**config.mk**
```make
export PLATFORM = sky130hd
export DESIGN_NAME = clk_root_cfg_regs
export DESIGN_NICKNAME = d
export VERILOG_FILES = /design/src/rtl/crc_pkg.sv /design/src/rtl/crc_rst_sync.sv /design/src/rtl/crc_upd_ctl.sv /design/src/rtl/crc_shadow.sv /design/src/rtl/clk_root_cfg_regs.sv
export SDC_FILE = /design/constraint.sdc
export NUM_CORES = 1
export LEC_CHECK = 0
export BUFFER_PORTS_ARGS = -buffer_cell sky130_fd_sc_hd__buf_2
export CORE_UTILIZATION = 55
export CTS_BUF_LIST = sky130_fd_sc_hd__clkbuf_4
export DETAILED_ROUTE_END_ITERATION = 8
export GPL_ROUTABILITY_DRIVEN = 1
export PLACE_DENSITY = 0.86
export REMOVE_ABC_BUFFERS = 1
export SLEW_MARGIN = 20
export SYNTH_ARGS = -nofsm -noshare
export SYNTH_HDL_FRONTEND = slang
export SYNTH_SLANG_ARGS = --single-unit
```
**constraint.sdc**
```tcl
create_clock -name clk -period 4.2 [get_ports clk]
set_clock_uncertainty 0.05 [all_clocks]
set_input_delay 0.42 -clock clk [delete_from_list [all_inputs] [get_ports clk]]
set_output_delay 0.42 -clock clk [all_outputs]
set_load 0.005 [all_outputs]
```
**src/rtl/crc_pkg.sv**
```systemverilog
package crc_pkg;
  localparam int ADDR_W = 5;
  localparam int DATA_W = 32;

  localparam logic [ADDR_W-1:0] OFS_CMD = 5'h00;
  localparam logic [ADDR_W-1:0] OFS_CFG = 5'h04;
  localparam logic [ADDR_W-1:0] OFS_M   = 5'h08;
  localparam logic [ADDR_W-1:0] OFS_N   = 5'h0C;
  localparam logic [ADDR_W-1:0] OFS_D   = 5'h10;

  localparam int CMD_UPD_BIT   = 0;
  localparam int CMD_FORCE_BIT = 1;
  localparam int CMD_DIRTY_LSB = 4;
  localparam int CMD_OFF_BIT   = 31;

  localparam int CFG_SRC_LSB  = 8;
  localparam int CFG_MODE_LSB = 12;
  localparam int CFG_HWC_BIT  = 20;

  localparam int NUM_DIRTY = 4;
  localparam int NUM_CNT   = 3;

  // dirty/write-enable index: 0 cfg, 1 N, 2 M, 3 D
  localparam int WI_CFG = 0;

  typedef struct packed {
    logic       hwc;
    logic [1:0] mode;
    logic [2:0] src;
  } crc_sel_t;
endpackage

```
**src/rtl/crc_rst_sync.sv**
```systemverilog
module crc_rst_sync (
  input  logic clk,
  input  logic rst_n,
  output logic rst_q_n
);
  logic [1:0] stage;

  always_ff @(posedge clk or negedge rst_n) begin
    if (!rst_n) stage <= 2'b00;
    else        stage <= {stage[0], 1'b1};
  end

  assign rst_q_n = stage[1];
endmodule

```
**src/rtl/crc_upd_ctl.sv**
```systemverilog
module crc_upd_ctl #(
  parameter int UPD_LAT = 4
) (
  input  logic clk,
  input  logic rst_n,
  input  logic start,
  output logic pend,
  output logic apply
);
  localparam int CW = $clog2(UPD_LAT + 1);
  localparam logic [CW-1:0] LAST = CW'(UPD_LAT - 1);

  logic          pend_q, pend_d;
  logic [CW-1:0] cnt_q, cnt_d;
  logic          cnt_en;

  always_comb begin
    apply  = pend_q && (cnt_q == LAST);
    pend_d = pend_q;
    cnt_d  = cnt_q;
    cnt_en = 1'b0;
    if (!pend_q && start) begin
      pend_d = 1'b1;
      cnt_d  = '0;
      cnt_en = 1'b1;
    end else if (apply) begin
      pend_d = 1'b0;
    end else if (pend_q) begin
      cnt_d  = cnt_q + 1'b1;
      cnt_en = 1'b1;
    end
  end

  always_ff @(posedge clk or negedge rst_n) begin
    if (!rst_n) begin
      pend_q <= 1'b0;
      cnt_q  <= '0;
    end else begin
      pend_q <= pend_d;
      if (cnt_en) cnt_q <= cnt_d;
    end
  end

  assign pend = pend_q;


  upd_clears_after_apply_chk: assert property (@(posedge clk) disable iff (!rst_n)
    apply |=> !pend_q);

  upd_holds_until_apply_chk: assert property (@(posedge clk) disable iff (!rst_n)
    (pend_q && !apply) |=> pend_q);
endmodule

```
**src/rtl/crc_shadow.sv**
```systemverilog
module crc_shadow
  import crc_pkg::*;
#(
  parameter int PD_W = 5,
  parameter int MN_W = 8
) (
  input  logic                 clk,
  input  logic                 rst_n,
  input  logic [NUM_DIRTY-1:0] wr_en,
  input  logic [DATA_W-1:0]    wdata,
  input  logic                 apply,
  output logic [PD_W-1:0]      sh_prediv,
  output crc_sel_t             sh_sel,
  output logic [MN_W-1:0]      sh_cnt [NUM_CNT],
  output logic [PD_W-1:0]      act_prediv,
  output crc_sel_t             act_sel,
  output logic [MN_W-1:0]      act_cnt [NUM_CNT],
  output logic [NUM_DIRTY-1:0] dirty
);
  logic [PD_W-1:0]      pd_q, pd_d;
  crc_sel_t             sel_q, sel_d;
  logic [PD_W-1:0]      apd_q;
  crc_sel_t             asel_q;
  logic [NUM_DIRTY-1:0] dirty_q, dirty_d;

  always_comb begin
    pd_d  = wdata[PD_W-1:0];
    sel_d = '{hwc:  wdata[CFG_HWC_BIT],
              mode: wdata[CFG_MODE_LSB +: 2],
              src:  wdata[CFG_SRC_LSB +: 3]};
    // a write on the apply edge keeps its flag: it was not applied
    dirty_d = (apply ? '0 : dirty_q) | wr_en;
  end

  always_ff @(posedge clk or negedge rst_n) begin
    if (!rst_n) begin
      pd_q    <= '0;
      sel_q   <= '0;
      apd_q   <= '0;
      asel_q  <= '0;
      dirty_q <= '0;
    end else begin
      if (wr_en[WI_CFG]) begin
        pd_q  <= pd_d;
        sel_q <= sel_d;
      end
      if (apply) begin
        apd_q  <= pd_q;
        asel_q <= sel_q;
      end
      dirty_q <= dirty_d;
    end
  end

  for (genvar g = 0; g < NUM_CNT; g++) begin : g_cnt
    logic [MN_W-1:0] sh_q, ac_q;
    always_ff @(posedge clk or negedge rst_n) begin
      if (!rst_n) begin
        sh_q <= '0;
        ac_q <= '0;
      end else begin
        if (wr_en[g+1]) sh_q <= wdata[MN_W-1:0];
        if (apply)      ac_q <= sh_q;
      end
    end
    assign sh_cnt[g]  = sh_q;
    assign act_cnt[g] = ac_q;
  end

  assign sh_prediv  = pd_q;
  assign sh_sel     = sel_q;
  assign act_prediv = apd_q;
  assign act_sel    = asel_q;
  assign dirty      = dirty_q;


  act_cfg_stable_chk: assert property (@(posedge clk) disable iff (!rst_n)
    !apply |=> ($stable(apd_q) && $stable(asel_q)));

  dirty_clear_on_apply_chk: assert property (@(posedge clk) disable iff (!rst_n)
    (apply && (wr_en == '0)) |=> (dirty_q == '0));

  dirty_wins_collision_chk: assert property (@(posedge clk) disable iff (!rst_n)
    (apply && wr_en[WI_CFG]) |=> dirty_q[WI_CFG]);
endmodule

```
**src/rtl/clk_root_cfg_regs.sv**
```systemverilog
module clk_root_cfg_regs
  import crc_pkg::*;
#(
  parameter int PD_W    = 5,
  parameter int MN_W    = 8,
  parameter int UPD_LAT = 4
) (
  input  logic              clk,
  input  logic              rst_n,
  input  logic [4:0]        bus_addr,
  input  logic              bus_wr,
  input  logic [31:0]       bus_wdata,
  output logic [31:0]       bus_rdata,
  input  logic              root_active_i,
  output logic              force_en_o,
  output logic [PD_W-1:0]   act_prediv,
  output logic [2:0]        act_src_sel,
  output logic [1:0]        act_mode,
  output logic              act_hw_ctl,
  output logic [MN_W-1:0]   act_m,
  output logic [MN_W-1:0]   act_n,
  output logic [MN_W-1:0]   act_d
);
  logic                 rst_q_n;
  logic                 is_cmd, upd_start, upd_pend, upd_apply;
  logic [NUM_DIRTY-1:0] wr_en, dirty;
  logic                 force_q;
  logic                 root_off;
  logic [PD_W-1:0]      sh_prediv;
  crc_sel_t             sh_sel, act_sel;
  logic [MN_W-1:0]      sh_cnt  [NUM_CNT];
  logic [MN_W-1:0]      act_cnt [NUM_CNT];

  crc_rst_sync u_rst (.clk(clk), .rst_n(rst_n), .rst_q_n(rst_q_n));

  always_comb begin
    is_cmd    = bus_wr && (bus_addr == OFS_CMD);
    upd_start = is_cmd && bus_wdata[CMD_UPD_BIT];
    wr_en     = '0;
    if (bus_wr) begin
      wr_en[0] = (bus_addr == OFS_CFG);
      wr_en[1] = (bus_addr == OFS_N);
      wr_en[2] = (bus_addr == OFS_M);
      wr_en[3] = (bus_addr == OFS_D);
    end
  end

  always_ff @(posedge clk or negedge rst_q_n) begin
    if (!rst_q_n)    force_q <= 1'b0;
    else if (is_cmd) force_q <= bus_wdata[CMD_FORCE_BIT];
  end

  crc_upd_ctl #(.UPD_LAT(UPD_LAT)) u_upd (
    .clk(clk), .rst_n(rst_q_n), .start(upd_start),
    .pend(upd_pend), .apply(upd_apply)
  );

  crc_shadow #(.PD_W(PD_W), .MN_W(MN_W)) u_shadow (
    .clk(clk), .rst_n(rst_q_n), .wr_en(wr_en), .wdata(bus_wdata),
    .apply(upd_apply), .sh_prediv(sh_prediv), .sh_sel(sh_sel),
    .sh_cnt(sh_cnt), .act_prediv(act_prediv), .act_sel(act_sel),
    .act_cnt(act_cnt), .dirty(dirty)
  );

  assign root_off = !root_active_i && !force_q;

  always_comb begin
    bus_rdata = '0;
    unique case (bus_addr)
      OFS_CMD: begin
        bus_rdata[CMD_UPD_BIT]                  = upd_pend;
        bus_rdata[CMD_FORCE_BIT]                = force_q;
        bus_rdata[CMD_DIRTY_LSB +: NUM_DIRTY]   = dirty;
        bus_rdata[CMD_OFF_BIT]                  = root_off;
      end
      OFS_CFG: begin
        bus_rdata[PD_W-1:0]          = sh_prediv;
        bus_rdata[CFG_SRC_LSB +: 3]  = sh_sel.src;
        bus_rdata[CFG_MODE_LSB +: 2] = sh_sel.mode;
        bus_rdata[CFG_HWC_BIT]       = sh_sel.hwc;
      end
      OFS_N:   bus_rdata[MN_W-1:0] = sh_cnt[0];
      OFS_M:   bus_rdata[MN_W-1:0] = sh_cnt[1];
      OFS_D:   bus_rdata[MN_W-1:0] = sh_cnt[2];
      default: bus_rdata = '0;
    endcase
  end

  assign force_en_o  = force_q;
  assign act_src_sel = act_sel.src;
  assign act_mode    = act_sel.mode;
  assign act_hw_ctl  = act_sel.hwc;
  assign act_n       = act_cnt[0];
  assign act_m       = act_cnt[1];
  assign act_d       = act_cnt[2];


  force_keeps_on_chk: assert property (@(posedge clk) disable iff (!rst_q_n)
    ((bus_addr == OFS_CMD) && force_en_o) |-> !bus_rdata[CMD_OFF_BIT]);

  cfg_reserved_zero_chk: assert property (@(posedge clk) disable iff (!rst_q_n)
    (bus_addr == OFS_CFG) |-> (bus_rdata[31:21] == 11'd0));

  dirty_sets_on_write_chk: assert property (@(posedge clk) disable iff (!rst_q_n)
    (bus_wr && (bus_addr == OFS_M)) |=> dirty[2]);
endmodule

```
# ---- Word-level counts from Yosys, hierarchy flattened
# Index checks and enable logic that the tools add are counted.
dict set report classes {
  add_sub_neg 1
  multipliers 0
  div_mod_pow 0
  n_lt_le_gt_ge 0
  eq_ne 6
  n_shift 0
  muxes 18
  bitwise 1
  reduce_logical 12
}
# operator n
set op_table {}
lappend op_table {{3-bit two-way mux} 4}
lappend op_table {{3-bit case mux with 4 select lines} 1}
lappend op_table {{5-bit by 4-bit equality test with 1-bit output, second input constant} 2}
lappend op_table {{2-bit case mux with 5 select lines} 1}
lappend op_table {{4-bit two-way mux} 2}
lappend op_table {{2-bit case mux with 4 select lines} 1}
lappend op_table {{1-bit two-way mux} 7}
lappend op_table {{5-bit by 3-bit equality test with 1-bit output, second input constant} 1}
lappend op_table {{5-bit equality test, second input constant} 1}
lappend op_table {{1-bit logical AND} 5}
lappend op_table {{5-bit logical NOT} 1}
lappend op_table {{1-bit case mux with 5 select lines} 1}
lappend op_table {{4-bit bitwise OR} 1}
lappend op_table {{2-bit nonzero test} 2}
lappend op_table {{3-bit by 1-bit adder with 3-bit output, second input constant} 1}
lappend op_table {{3-bit by 2-bit equality test with 1-bit output, second input constant} 1}
lappend op_table {{1-bit logical NOT} 3}
lappend op_table {{3-bit AND reduction} 1}
lappend op_table {{2-bit two-way mux} 1}
lappend op_table {{2-bit inequality test, second input constant} 1}
dict set report totals {
  ff_bits 81
  latch_bits 0
  ram_bits 0
  mem_bits_ro 0
  input_bits 41
  out_inout_bits 68
  word_cells 57
  n_memories 0
}

# ---- Longest topological paths before layout
# Gate-level depths: netlist of the first run.
dict set report logic_depth {
  word_depth 6
  mapped_depth 7
  mapped_depth_nobuf 5
}

# ---- Hierarchy
# Synthesis of the first run repeated with hierarchy kept, for this count alone.
dict set report unflattened {
  hier_cells 252
  hier_area_um2 3713.6
}
# module n_inst cells_each area_per_inst_um2 seq_area_each_um2
set modules_own_cells {}
lappend modules_own_cells {crc_shadow 1 157 2876.5 1851.8}
lappend modules_own_cells {clk_root_cfg_regs 1 74 561.8 25.0}
lappend modules_own_cells {crc_upd_ctl 1 18 221.5 100.1}
lappend modules_own_cells {crc_rst_sync 1 3 53.8 50.0}

# ---- Least setup slack after synthesis of the first run
# Ideal clock, no wire load.
dict set report synth_path {
  path_kind {register -> register}
  startpoint {register u_upd.cnt_q[0]}
  endpoint {register u_shadow.g_cnt[2].ac_q[1]}
  setup_ps 125
  arrival_ps 1676
  required_ps 4025
  setup_slack_ps 2350
  stages_incl_launch_ff 7
  n_path_buf 2
  synth_period_minus_slack_ps 1850
  path_cell_list {dfrtp_1 -> ha_1 -> ha_1 -> nand2_1 -> buf_2 -> buf_2 -> mux2_2}
}
dict set report synth_between {
  elab_chain_len 2
}
# element line_no
set synth_rtl {}
lappend synth_rtl {{from (decl)} crc_upd_ctl.sv:14} ;# logic [CW-1:0] cnt_q, cnt_d;
lappend synth_rtl {{from (signal assigned)} crc_upd_ctl.sv:40} ;# if (cnt_en) cnt_q <= cnt_d;
lappend synth_rtl {{3-bit by 2-bit equality test with 1-bit output} crc_upd_ctl.sv:18} ;# apply = pend_q && (cnt_q == LAST);
lappend synth_rtl {{1-bit logical AND} crc_upd_ctl.sv:18}
lappend synth_rtl {{to (signal assigned)} crc_shadow.sv:63} ;# if (apply) ac_q <= sh_q;
lappend synth_rtl {{to (decl)} crc_shadow.sv:56} ;# logic [MN_W-1:0] sh_q, ac_q;
# No other way between the ends.
# A chain may end at the register's enable or synchronous reset.

# ---- Worst setup path in the final report of the first run
dict set report layout_path {
  startpoint {input bus_addr[3]}
  endpoint {output bus_rdata[2]}
}
dict set report layout_between {
  elab_chain_len 2
  elab_cells_between_ends 5
  classes_between {eq/ne (4); mux (1)}
}
# element line_no
set layout_rtl {}
lappend layout_rtl {{from (decl)} clk_root_cfg_regs.sv:10} ;# input logic [4:0] bus_addr,
lappend layout_rtl {{5-bit equality test (tied with other cells)} clk_root_cfg_regs.sv:69} ;# unique case (bus_addr)
lappend layout_rtl {{2-bit case mux with 4 select lines (*)} clk_root_cfg_regs.sv:69}
lappend layout_rtl {{to (decl)} clk_root_cfg_regs.sv:13} ;# output logic [31:0] bus_rdata,
# Every way passes the cells marked *; elsewhere a longest branch is shown, timed or not.

==> results of run 1 <==
[layer usage]
| layer | vias to the layer above | global-route usage (%) | routed length, microns |
|---|---|---|---|
| met4 | 0 | 8.78 | 106 |
| li1 | 1065 | - | - |
| met1 | 1150 | 27.1 | 2970 |
| met3 | 10 | 5.93 | 491 |
| met5 | - | 0 | 0 |
| met2 | 95 | 34.1 | 3400 |
[flip-flops by register name (all words and copies together), names as in the netlist, 2 cells and up]
register	flops
u_rst.stage	2
u_shadow.sh_prediv	5
u_shadow.g_cnt.ac_q	24
u_shadow.act_sel	6
u_shadow.g_cnt.sh_q	24
u_upd.cnt_q	3
u_shadow.act_prediv	5
u_shadow.dirty	4
u_shadow.sh_sel	6
[logic make-up (layout without fill, tap and decap cells)]
| kind of cell | after synthesis | after routing |
|---|---|---|
| other | 2 | 18 |
| flip-flops | 81 | 81 |
| adder cells (fa/ha/maj) | 2 | 2 |
| AO/OA/AOI/OAI | 14 | 14 |
| AND/OR/NAND/NOR | 56 | 56 |
| buffers and inverters | 34 | 95 |
| multiplexers | 76 | 76 |
| XOR/XNOR | 1 | 1 |
[metrics by stage]
stage               hold slack [ps]  cells
CTS                             156    419
finish                          174    420
floorplan                      74.4    251
detailed placement              156    402
global route                    144    420
global placement                155    402
[area by class of cell]
class / count / area share [%]
Clock buffer: 10 / 1.80
Clock inverter: 6 / 1.59
Inverter: 3 / 0.271
Multi-Input combinational cell: 167 / 35.5
Sequential cell: 81 / 48.8
Tap cell: 77 / 2.32
Timing Repair Buffer: 76 / 9.68
[cell usage in the layout, fill, tap and decap left out, drive strengths merged, types with 3 or more instances in the layout]
master,instances
a21oi,3
mux2,74
clkbuf,10
dfrtp,81
buf,75
inv,4
nor3b,3
nand2,10
and2,7
a221o,3
conb,18
nand3,16
nand4,7
[power by group]
| part | total (uW) | internal, uW | switching, uW |
|---|---|---|---|
| clock | 456 | 189 | 267 |
| combinational | 387 | 235 | 152 |
| sequential | 1070 | 952 | 117 |
[Yosys cell counts (all sizes together), types with 2 or more instances]
library cell  count
and2              7
o31ai             2
and4              2
buf              28
a22o              2
conb              2
nand4             7
nor2              2
nand3            16
nand2            10
a221o             3
nand3b            2
mux2             74
a21oi             3
ha                2
dfrtp            81
inv               3
clkbuf            3
nor3b             3
[worst max path at each step]
stage | start | endpoint | slack [ps] | depth (start not counted)
after global routing | bus_addr[3] | bus_rdata[2] | 1600 | 5
after floorplan | u_rst.stage[1] | force_en_o | 1730 | 0
after detailed placement | bus_addr[4] | u_shadow.sh_sel[0] | 1740 | 4
after global placement | bus_addr[3] | bus_rdata[2] | 1760 | 5
after CTS | bus_addr[3] | bus_rdata[2] | 1770 | 5
final | bus_addr[3] | bus_rdata[2] | 1730 | 5
==> impl_metrics.env, run 1 <==
export IMPL_nNetsFinal=381
export IMPL_synthSimpleGateAreaFrac_pct=10.1
export IMPL_cp_start_kind="primary input"
export IMPL_n_fill_cell=503
export IMPL_cts_path_max_buffers=2
export IMPL_cp_common_cell="buf_2"
export IMPL_num_vias=2320
export IMPL_fin_crit_sh_pct=58.9
export IMPL_core_rowCount=29
export IMPL_synth_yosys_warnings=0
export IMPL_fmax_ghz=0.404
export IMPL_synth_area_sq_mm=0.00366
export IMPL_die_x_microns=83.6
export IMPL_grt_pass1_wl_microns=11500
export IMPL_insertion_delay_ps=410
export IMPL_yosys_area_share_adder_pct=0.683
export IMPL_synth_distinct_cells=39
export IMPL_reg2reg_to="u_shadow.g_cnt[0].ac_q[0]"
export IMPL_critPathSlowestCell="nor2_1"
export IMPL_drc=0
export IMPL_synth_top_family_by_area="multiplexers"
export IMPL_synthTopCellsByArea="dfrtp_1 (55%), mux2_2 (20%), buf_4 (4.1%)"
export IMPL_synthXorXnorAreaFrac_pct=0.239
export IMPL_hold_end="u_shadow.sh_sel[3]"
export IMPL_grt_antenna_before_repair=0
export IMPL_synth_top_cell_area_share_pct=55.3
export IMPL_cap_violations=0
export IMPL_postLayoutSetupSlackWorst_ps=1730
export IMPL_n_antenna_cell=0
export IMPL_hold_start="bus_wdata[12]"
export IMPL_crit_path_end_kind="output port"
export IMPL_syn_to_final_growth_pct=13.6
export IMPL_synth_compound_area_share_pct=2.94
export IMPL_async_flop_share_pct=100
export IMPL_ys_flop_type="dfrtp_1"
export IMPL_die_y_microns=83.6
export IMPL_cts_num_sinks=81
export IMPL_grt_usage_pct=21.2
export IMPL_path_clk_slew_ps=140
export IMPL_leakagePower_uw=0.00221
export IMPL_multi_input_area_sq_mm=0.00148
export IMPL_outcome="completed"
export IMPL_pre_cts_ws_ps=1740
export IMPL_post_drt_wl_per_cell_microns=16.6
export IMPL_port_buffers=73
export IMPL_setup_violations_final=0
export IMPL_hpwl_microns=4700
export IMPL_die_area_sq_mm=0.00699
export IMPL_ant_nets=0
export IMPL_fin_area_sq_mm=0.00416
export IMPL_crit_required_ps=3730
export IMPL_slew_headroom_pct=38.4
export IMPL_cts_tree="yes"
export IMPL_globalRouteOverflowTotal=0
export IMPL_max_slew_worst_pin_slew_ps=920
export IMPL_grt_pass1_vias=2363
export IMPL_clockRootBuffer="clkbuf_4"
export IMPL_ff_latch_area_sq_mm=0.00203
export IMPL_worst_path_max_fanout=17
export IMPL_wirelength_microns=6970
export IMPL_ys_ff_latch=81
export IMPL_cts_max_level=3
export IMPL_rrSetupSlack_ps=1940
export IMPL_initial_core_util_pct=57.4
export IMPL_muxShareOfSynthArea_pct=24.5
export IMPL_syn_instance_count=266
export IMPL_final_hold_viol_count=0
export IMPL_placed_area_sq_mm=0.00399
export IMPL_ir_drop_uv=297
export IMPL_reg2reg_from="u_upd.cnt_q[0]"
export IMPL_place_congestion=0.761
export IMPL_final_core_util_pct=65.2
export IMPL_layout_min_cycle_time_ps=2470
export IMPL_cp_arrival_ps=2000
export IMPL_post_cts_resized=0
export IMPL_syn_area_per_cell_sq_um=13.8
export IMPL_numCtsBuffers=9
export IMPL_setup_tns_ps=0
export IMPL_path_class="primary input to output port"
export IMPL_cpPeakStageDelay_ps=750
export IMPL_rsz0062_at_grt="no"
export IMPL_drive_above_1_share_pct=50.1
export IMPL_rr_worst_depth=5
export IMPL_cp_buffers_inverters=2
export IMPL_crit_chain="buf_2, nor2_1, and2_1, a221o_1, buf_2"
export IMPL_pin_count=109
export IMPL_whs_path_depth=2
export IMPL_drt_iter0_drc=117
export IMPL_vias_per_cell=5.52
export IMPL_post_cts_buffers=0
export IMPL_hold_path_class="primary input to register"
export IMPL_coreArea_sq_mm=0.00639
export IMPL_yosysTopAreaCell="dfrtp_1"
export IMPL_hold_buffers=1
export IMPL_power_total_uw=1910
export IMPL_grt_max_degree=80
export IMPL_drtPass1Iterations=5
export IMPL_synth_edf_count=0
export IMPL_crit_family="simple AND/OR/NAND/NOR gates"
export IMPL_seq_area_frac_synth_pct=55.3
export IMPL_p_per_area_mw_per_mm2=459
export IMPL_drv_slew=0
No activity file was read; power rests on OpenSTA's default activity.
==> run 2, diff against run 1 <==
--- a/config.mk
+++ b/config.mk
@@ -6,11 +6,11 @@
 export NUM_CORES = 1
 export LEC_CHECK = 0
 export BUFFER_PORTS_ARGS = -buffer_cell sky130_fd_sc_hd__buf_2
-export CORE_UTILIZATION = 55
+export CORE_UTILIZATION = 48
 export CTS_BUF_LIST = sky130_fd_sc_hd__clkbuf_4
 export DETAILED_ROUTE_END_ITERATION = 8
 export GPL_ROUTABILITY_DRIVEN = 1
-export PLACE_DENSITY = 0.86
+export PLACE_DENSITY = 0.8
 export REMOVE_ABC_BUFFERS = 1
 export SLEW_MARGIN = 20
 export SYNTH_ARGS = -nofsm -noshare
==> constraint.sdc (replaced) <==
create_clock -name clk -period 2.2 [get_ports clk]
set_clock_uncertainty 0.05 [all_clocks]
set_input_delay 0.22 -clock clk [delete_from_list [all_inputs] [get_ports clk]]
set_output_delay 0.22 -clock clk [all_outputs]
set_load 0.005 [all_outputs]
==> impl_metrics.env, run 2 (synthesized netlist as in run 1, its figures left out) <==
export IMPL_outcome="completed"
export IMPL_n_fill_cell=605
export IMPL_multi_input_area_sq_mm=0.00148
export IMPL_use_met3_pct=5.45
export IMPL_layout_min_cycle_time_ps=2100
export IMPL_crit_path_end_kind="output port"
export IMPL_final_common_cell="dfrtp_1"
export IMPL_vias_per_cell=5.18
export IMPL_rrSetupSlack_ps=370
export IMPL_post_drt_wl_per_cell_microns=15.7
export IMPL_postLayoutSetupSlackWorst_ps=104
export IMPL_cpPeakStageDelay_ps=480
export IMPL_drt_iter0_drc=139
export IMPL_cts_max_level=3
export IMPL_core_rowCount=31
export IMPL_cts_num_sinks=81
export IMPL_slew_headroom_pct=58.8
export IMPL_ir_drop_uv=656
export IMPL_grt_pass1_wl_microns=11200
export IMPL_ff_latch_area_sq_mm=0.00203
export IMPL_grt_max_degree=43
export IMPL_p_per_area_mw_per_mm2=863
export IMPL_clockRootBuffer="clkbuf_4"
export IMPL_hold_path_class="primary input to async pin"
export IMPL_crit_required_ps=1930
export IMPL_max_slew_worst_pin_slew_ps=616
export IMPL_insertion_delay_ps=430
export IMPL_fmax_ghz=0.477
export IMPL_grt_antenna_before_repair=0
export IMPL_die_x_microns=89.4
export IMPL_port_buffers=73
export IMPL_drive_above_1_share_pct=49.9
export IMPL_pre_cts_ws_ps=318
export IMPL_post_cts_buffers=0
export IMPL_cts_tree="yes"
export IMPL_grt_most_used_layer="met2"
export IMPL_setup_violations_final=0
export IMPL_die_y_microns=89.4
export IMPL_grt_usage_pct=19.6
export IMPL_layout_common_cells="dfrtp_1 (80), buf_2 (73), mux2_2 (64)"
export IMPL_rr_worst_depth=5
export IMPL_globalRouteMet2Util_pct=33.1
export IMPL_cp_arrival_ps=1830
export IMPL_fin_area_sq_mm=0.00439
export IMPL_nNetsFinal=401
export IMPL_hpwl_microns=5030
export IMPL_grt_use_met1_pct=23.9
export IMPL_pin_count=109
export IMPL_num_vias=2395
export IMPL_placed_area_sq_mm=0.00410
export IMPL_initial_core_util_pct=50.0
export IMPL_wirelength_microns=7250
export IMPL_leakagePower_uw=0.00232
export IMPL_cap_violations=0
export IMPL_drv_slew=0
export IMPL_reg2reg_from="u_upd.cnt_q[0]"
export IMPL_final_hold_viol_count=0
export IMPL_critPathSlowestCell="dfrtp_1"
export IMPL_crit_family="compound AO/OA/AOI/OAI gates"
export IMPL_cp_start_kind="register"
export IMPL_fin_crit_sh_pct=95.3
export IMPL_drtPass1Iterations=4
export IMPL_reg2reg_to="u_shadow.g_cnt[2].ac_q[1]"
export IMPL_hold_ws_ps=41.2
export IMPL_path_clk_slew_ps=120
export IMPL_cp_buffers_inverters=1
export IMPL_place_congestion=0.858
export IMPL_die_area_sq_mm=0.00799
export IMPL_ant_nets=0
export IMPL_rsz0062_at_grt="no"
export IMPL_coreArea_sq_mm=0.00733
export IMPL_cts_path_max_buffers=2
export IMPL_globalRouteOverflowTotal=0
export IMPL_drc=0
export IMPL_n_antenna_cell=0
export IMPL_syn_to_final_growth_pct=19.8
export IMPL_power_total_uw=3790
export IMPL_path_class="register to output port"
export IMPL_reg_largest_list="u_shadow.g_cnt.ac_q (24), u_shadow.g_cnt.sh_q (24)"
export IMPL_grt_pass1_vias=2256
export IMPL_crit_chain="mux2_2, a32o_1, a221o_1, buf_2"
export IMPL_worst_path_max_fanout=9
export IMPL_numCtsBuffers=9
## run 2: cell types whose count changed in the layout (fill, tap and decap cells not counted), sizes merged
| cell | before | now |
|---|---|---|
| clkinvlp | 2 | 0 |
| clkbuf | 10 | 11 |
| buf | 75 | 83 |
| bufinv | 1 | 2 |
| dlygate4sd3 | 1 | 13 |
## run 2: worst max path at each step
stage / startpoint / depth (start not counted) / end
finish: u_upd.pend / 4 / bus_rdata[0]
global route: u_upd.pend / 4 / bus_rdata[0]
CTS: u_upd.pend / 4 / bus_rdata[0]
detailed placement: bus_addr[4] / 4 / u_shadow.sh_sel[4]
global placement: bus_addr[4] / 5 / bus_rdata[0]
floorplan: u_rst.stage[1] / 0 / force_en_o
## run 2: area by class of cell
type / instances / area share [%]
sequential: 81 / 46.3
multi-input combinational: 167 / 33.7
timing repair buffer: 96 / 13.3
tap: 99 / 2.82
clock buffer: 11 / 1.88
clock inverter: 5 / 1.80
inverter: 3 / 0.257
## run 2: where the power goes
group / internal (uW) / switching [uW]
Combinational: 473 / 297
Sequential: 1820 / 224
Clock: 487 / 490
## run 2: per-stage QoR
| step | util, % | TNS, ps | cells |
|---|---|---|---|
| 6_report | 59.9 | 0 | 462 |
| 5_1_grt | 59.9 | 0 | 462 |
| 4_1_cts | 59.9 | 0 | 462 |
| 3_5_place_dp | 55.9 | 0 | 433 |
| 3_3_place_gp | 55.9 | 0 | 433 |
| 2_1_floorplan | - | -23070 | 251 |
## run 2: timing repair
action | in CTS | in global routing
hold endpoints to repair | 26 | 0
hold buffers | 13 | 0
gates resized for setup | 0 | 0
## run 2: per-layer routing
layer	vias up	wire [microns]
li1	1108	-
met1	1197	3110
met2	81	3680
met3	9	365
met4	0	95
met5	-	0
==> run 3, diff against run 2 <==
--- a/config.mk
+++ b/config.mk
@@ -5,12 +5,12 @@
 export SDC_FILE = /design/constraint.sdc
 export NUM_CORES = 1
 export LEC_CHECK = 0
-export BUFFER_PORTS_ARGS = -buffer_cell sky130_fd_sc_hd__buf_2
-export CORE_UTILIZATION = 48
+export CORE_UTILIZATION = 55
 export CTS_BUF_LIST = sky130_fd_sc_hd__clkbuf_4
 export DETAILED_ROUTE_END_ITERATION = 8
+export DONT_BUFFER_PORTS = 1
 export GPL_ROUTABILITY_DRIVEN = 1
-export PLACE_DENSITY = 0.8
+export PLACE_DENSITY = 0.75
 export REMOVE_ABC_BUFFERS = 1
 export SLEW_MARGIN = 20
 export SYNTH_ARGS = -nofsm -noshare
==> impl_metrics.env, run 3 (synthesized netlist as in run 1, its figures left out) <==
export IMPL_outcome="completed"
export IMPL_coreArea_sq_mm=0.00639
export IMPL_slew_headroom_pct=64.3
export IMPL_wirelength_microns=6910
export IMPL_worst_path_max_fanout=9
export IMPL_final_common_cell="dfrtp_1"
export IMPL_cts_path_max_buffers=2
export IMPL_leakagePower_uw=0.00196
export IMPL_globalRouteOverflowTotal=0
export IMPL_grt_pass1_vias=2176
export IMPL_cp_start_kind="register"
export IMPL_cts_tree="yes"
export IMPL_pre_cts_ws_ps=342
export IMPL_place_congestion=0.728
export IMPL_fin_area_sq_mm=0.00404
export IMPL_drtPass1Iterations=4
export IMPL_path_class="register to output port"
export IMPL_reg_largest_list="u_shadow.g_cnt.ac_q (24), u_shadow.g_cnt.sh_q (24)"
export IMPL_path_clk_slew_ps=120
export IMPL_routed_top_layer="met4"
export IMPL_cts_num_sinks=81
export IMPL_wl_met3_microns=491
export IMPL_numCtsBuffers=9
export IMPL_hpwl_microns=4620
export IMPL_crit_path_end_kind="output port"
export IMPL_pin_count=109
export IMPL_drc=0
export IMPL_nNetsFinal=332
export IMPL_wirelength_met1_microns=3010
export IMPL_wl_met2_microns=3340
export IMPL_fmax_ghz=0.497
export IMPL_insertion_delay_ps=420
export IMPL_die_x_microns=83.6
export IMPL_critPathSlowestCell="dfrtp_1"
export IMPL_vias_per_cell=5.75
export IMPL_num_vias=2135
export IMPL_crit_required_ps=1930
export IMPL_die_area_sq_mm=0.00699
export IMPL_max_slew_worst_pin_slew_ps=536
export IMPL_die_y_microns=83.6
export IMPL_final_hold_viol_count=0
export IMPL_layout_min_cycle_time_ps=2010
export IMPL_cp_buffers_inverters=0
export IMPL_post_drt_wl_per_cell_microns=18.6
export IMPL_crit_chain="mux2_2, a32o_1, a221o_1"
export IMPL_drt_iter0_drc=129
export IMPL_grt_usage_pct=21.3
export IMPL_cpPeakStageDelay_ps=500
export IMPL_layout_common_cells="dfrtp_1 (80), mux2_2 (64), dlygate4sd3_1 (19)"
export IMPL_grt_pass1_wl_microns=11400
export IMPL_setup_violations_final=0
export IMPL_crit_family="compound AO/OA/AOI/OAI gates"
export IMPL_fin_crit_sh_pct=91.5
export IMPL_grt_max_degree=49
export IMPL_postLayoutSetupSlackWorst_ps=187
export IMPL_n_antenna_cell=0
export IMPL_core_rowCount=29
export IMPL_hold_ws_ps=46.6
export IMPL_rsz0062_at_grt="no"
export IMPL_placed_area_sq_mm=0.00372
export IMPL_ant_nets=0
export IMPL_clockRootBuffer="clkbuf_4"
export IMPL_ir_drop_uv=748
export IMPL_initial_core_util_pct=57.4
export IMPL_hold_path_class="primary input to register"
export IMPL_grt_antenna_before_repair=0
export IMPL_cp_arrival_ps=1740
export IMPL_cts_max_level=3
export IMPL_drive_above_1_share_pct=35.7
export IMPL_drv_slew=0
export IMPL_post_cts_resized=0
export IMPL_p_per_area_mw_per_mm2=865
export IMPL_port_buffers=0
export IMPL_cap_violations=0
export IMPL_post_cts_buffers=0
export IMPL_syn_to_final_growth_pct=10.3
-- run 3: worst register-to-register path: stages (launching register included) --
cell and delay (ps):
dfrtp_1 430, ha_1 210, ha_1 260, nand2_2 270
buf_12 200, mux2_2 340
-- run 3: worst paths after layout --
kind	from	end	slack, ps	cells after the start
min in group asynchronous	u_rst.stage[1]	u_shadow.g_cnt[2].ac_q[7]	220	0
min reg2reg	u_rst.stage[1]	u_shadow.g_cnt[2].ac_q[7]	220	0
max in group asynchronous	u_rst.stage[1]	u_shadow.g_cnt[0].sh_q[0]	1270	1
max reg2reg	u_upd.cnt_q[0]	u_shadow.g_cnt[0].ac_q[2]	340	5
max	u_upd.pend	bus_rdata[0]	190	3
min	bus_wr	u_upd.cnt_q[1]	50	2
-- run 3: routing by layer --
| layer | track usage (%) | vias up |
|---|---|---|
| li1 | - | 970 |
| met5 | 0 | - |
| met3 | 7.52 | 5 |
| met4 | 6.63 | 0 |
| met1 | 27.9 | 1090 |
| met2 | 33.6 | 70 |
-- run 3: through the flow --
step           util, %  setup TNS (ps)  power [uW]  cells
6_report          63.3               0        3500    371
5_1_grt           63.3               0        3700    371
4_1_cts           63.1               0        3530    370
3_5_place_dp      58.2               0        2650    336
3_3_place_gp      58.2               0        2610    336
2_1_floorplan        -          -23070        2490    251
-- run 3: timing repair --
action | in CTS | in global routing
setup endpoints to repair | 0 | 0
hold buffers | 18 | 1
endpoints found under the hold margin | 41 | 1
-- run 3: cell type report --
type	instances	area (sq um)
Clock buffer	9	67.6
Clock inverter	7	67.6
Fill cell	491	2340
Inverter	3	11.3
Multi-Input combinational cell	167	1480
Sequential cell	81	2030
Tap cell	77	96.3
Timing Repair Buffer	27	288
-- run 3: power breakdown --
| group | switching [uW] | internal [uW] | total (uW) |
|---|---|---|---|
| clock network | 509 | 345 | 854 |
| logic | 200 | 366 | 567 |
| registers | 259 | 1820 | 2080 |
| total | 967 | 2530 | 3500 |
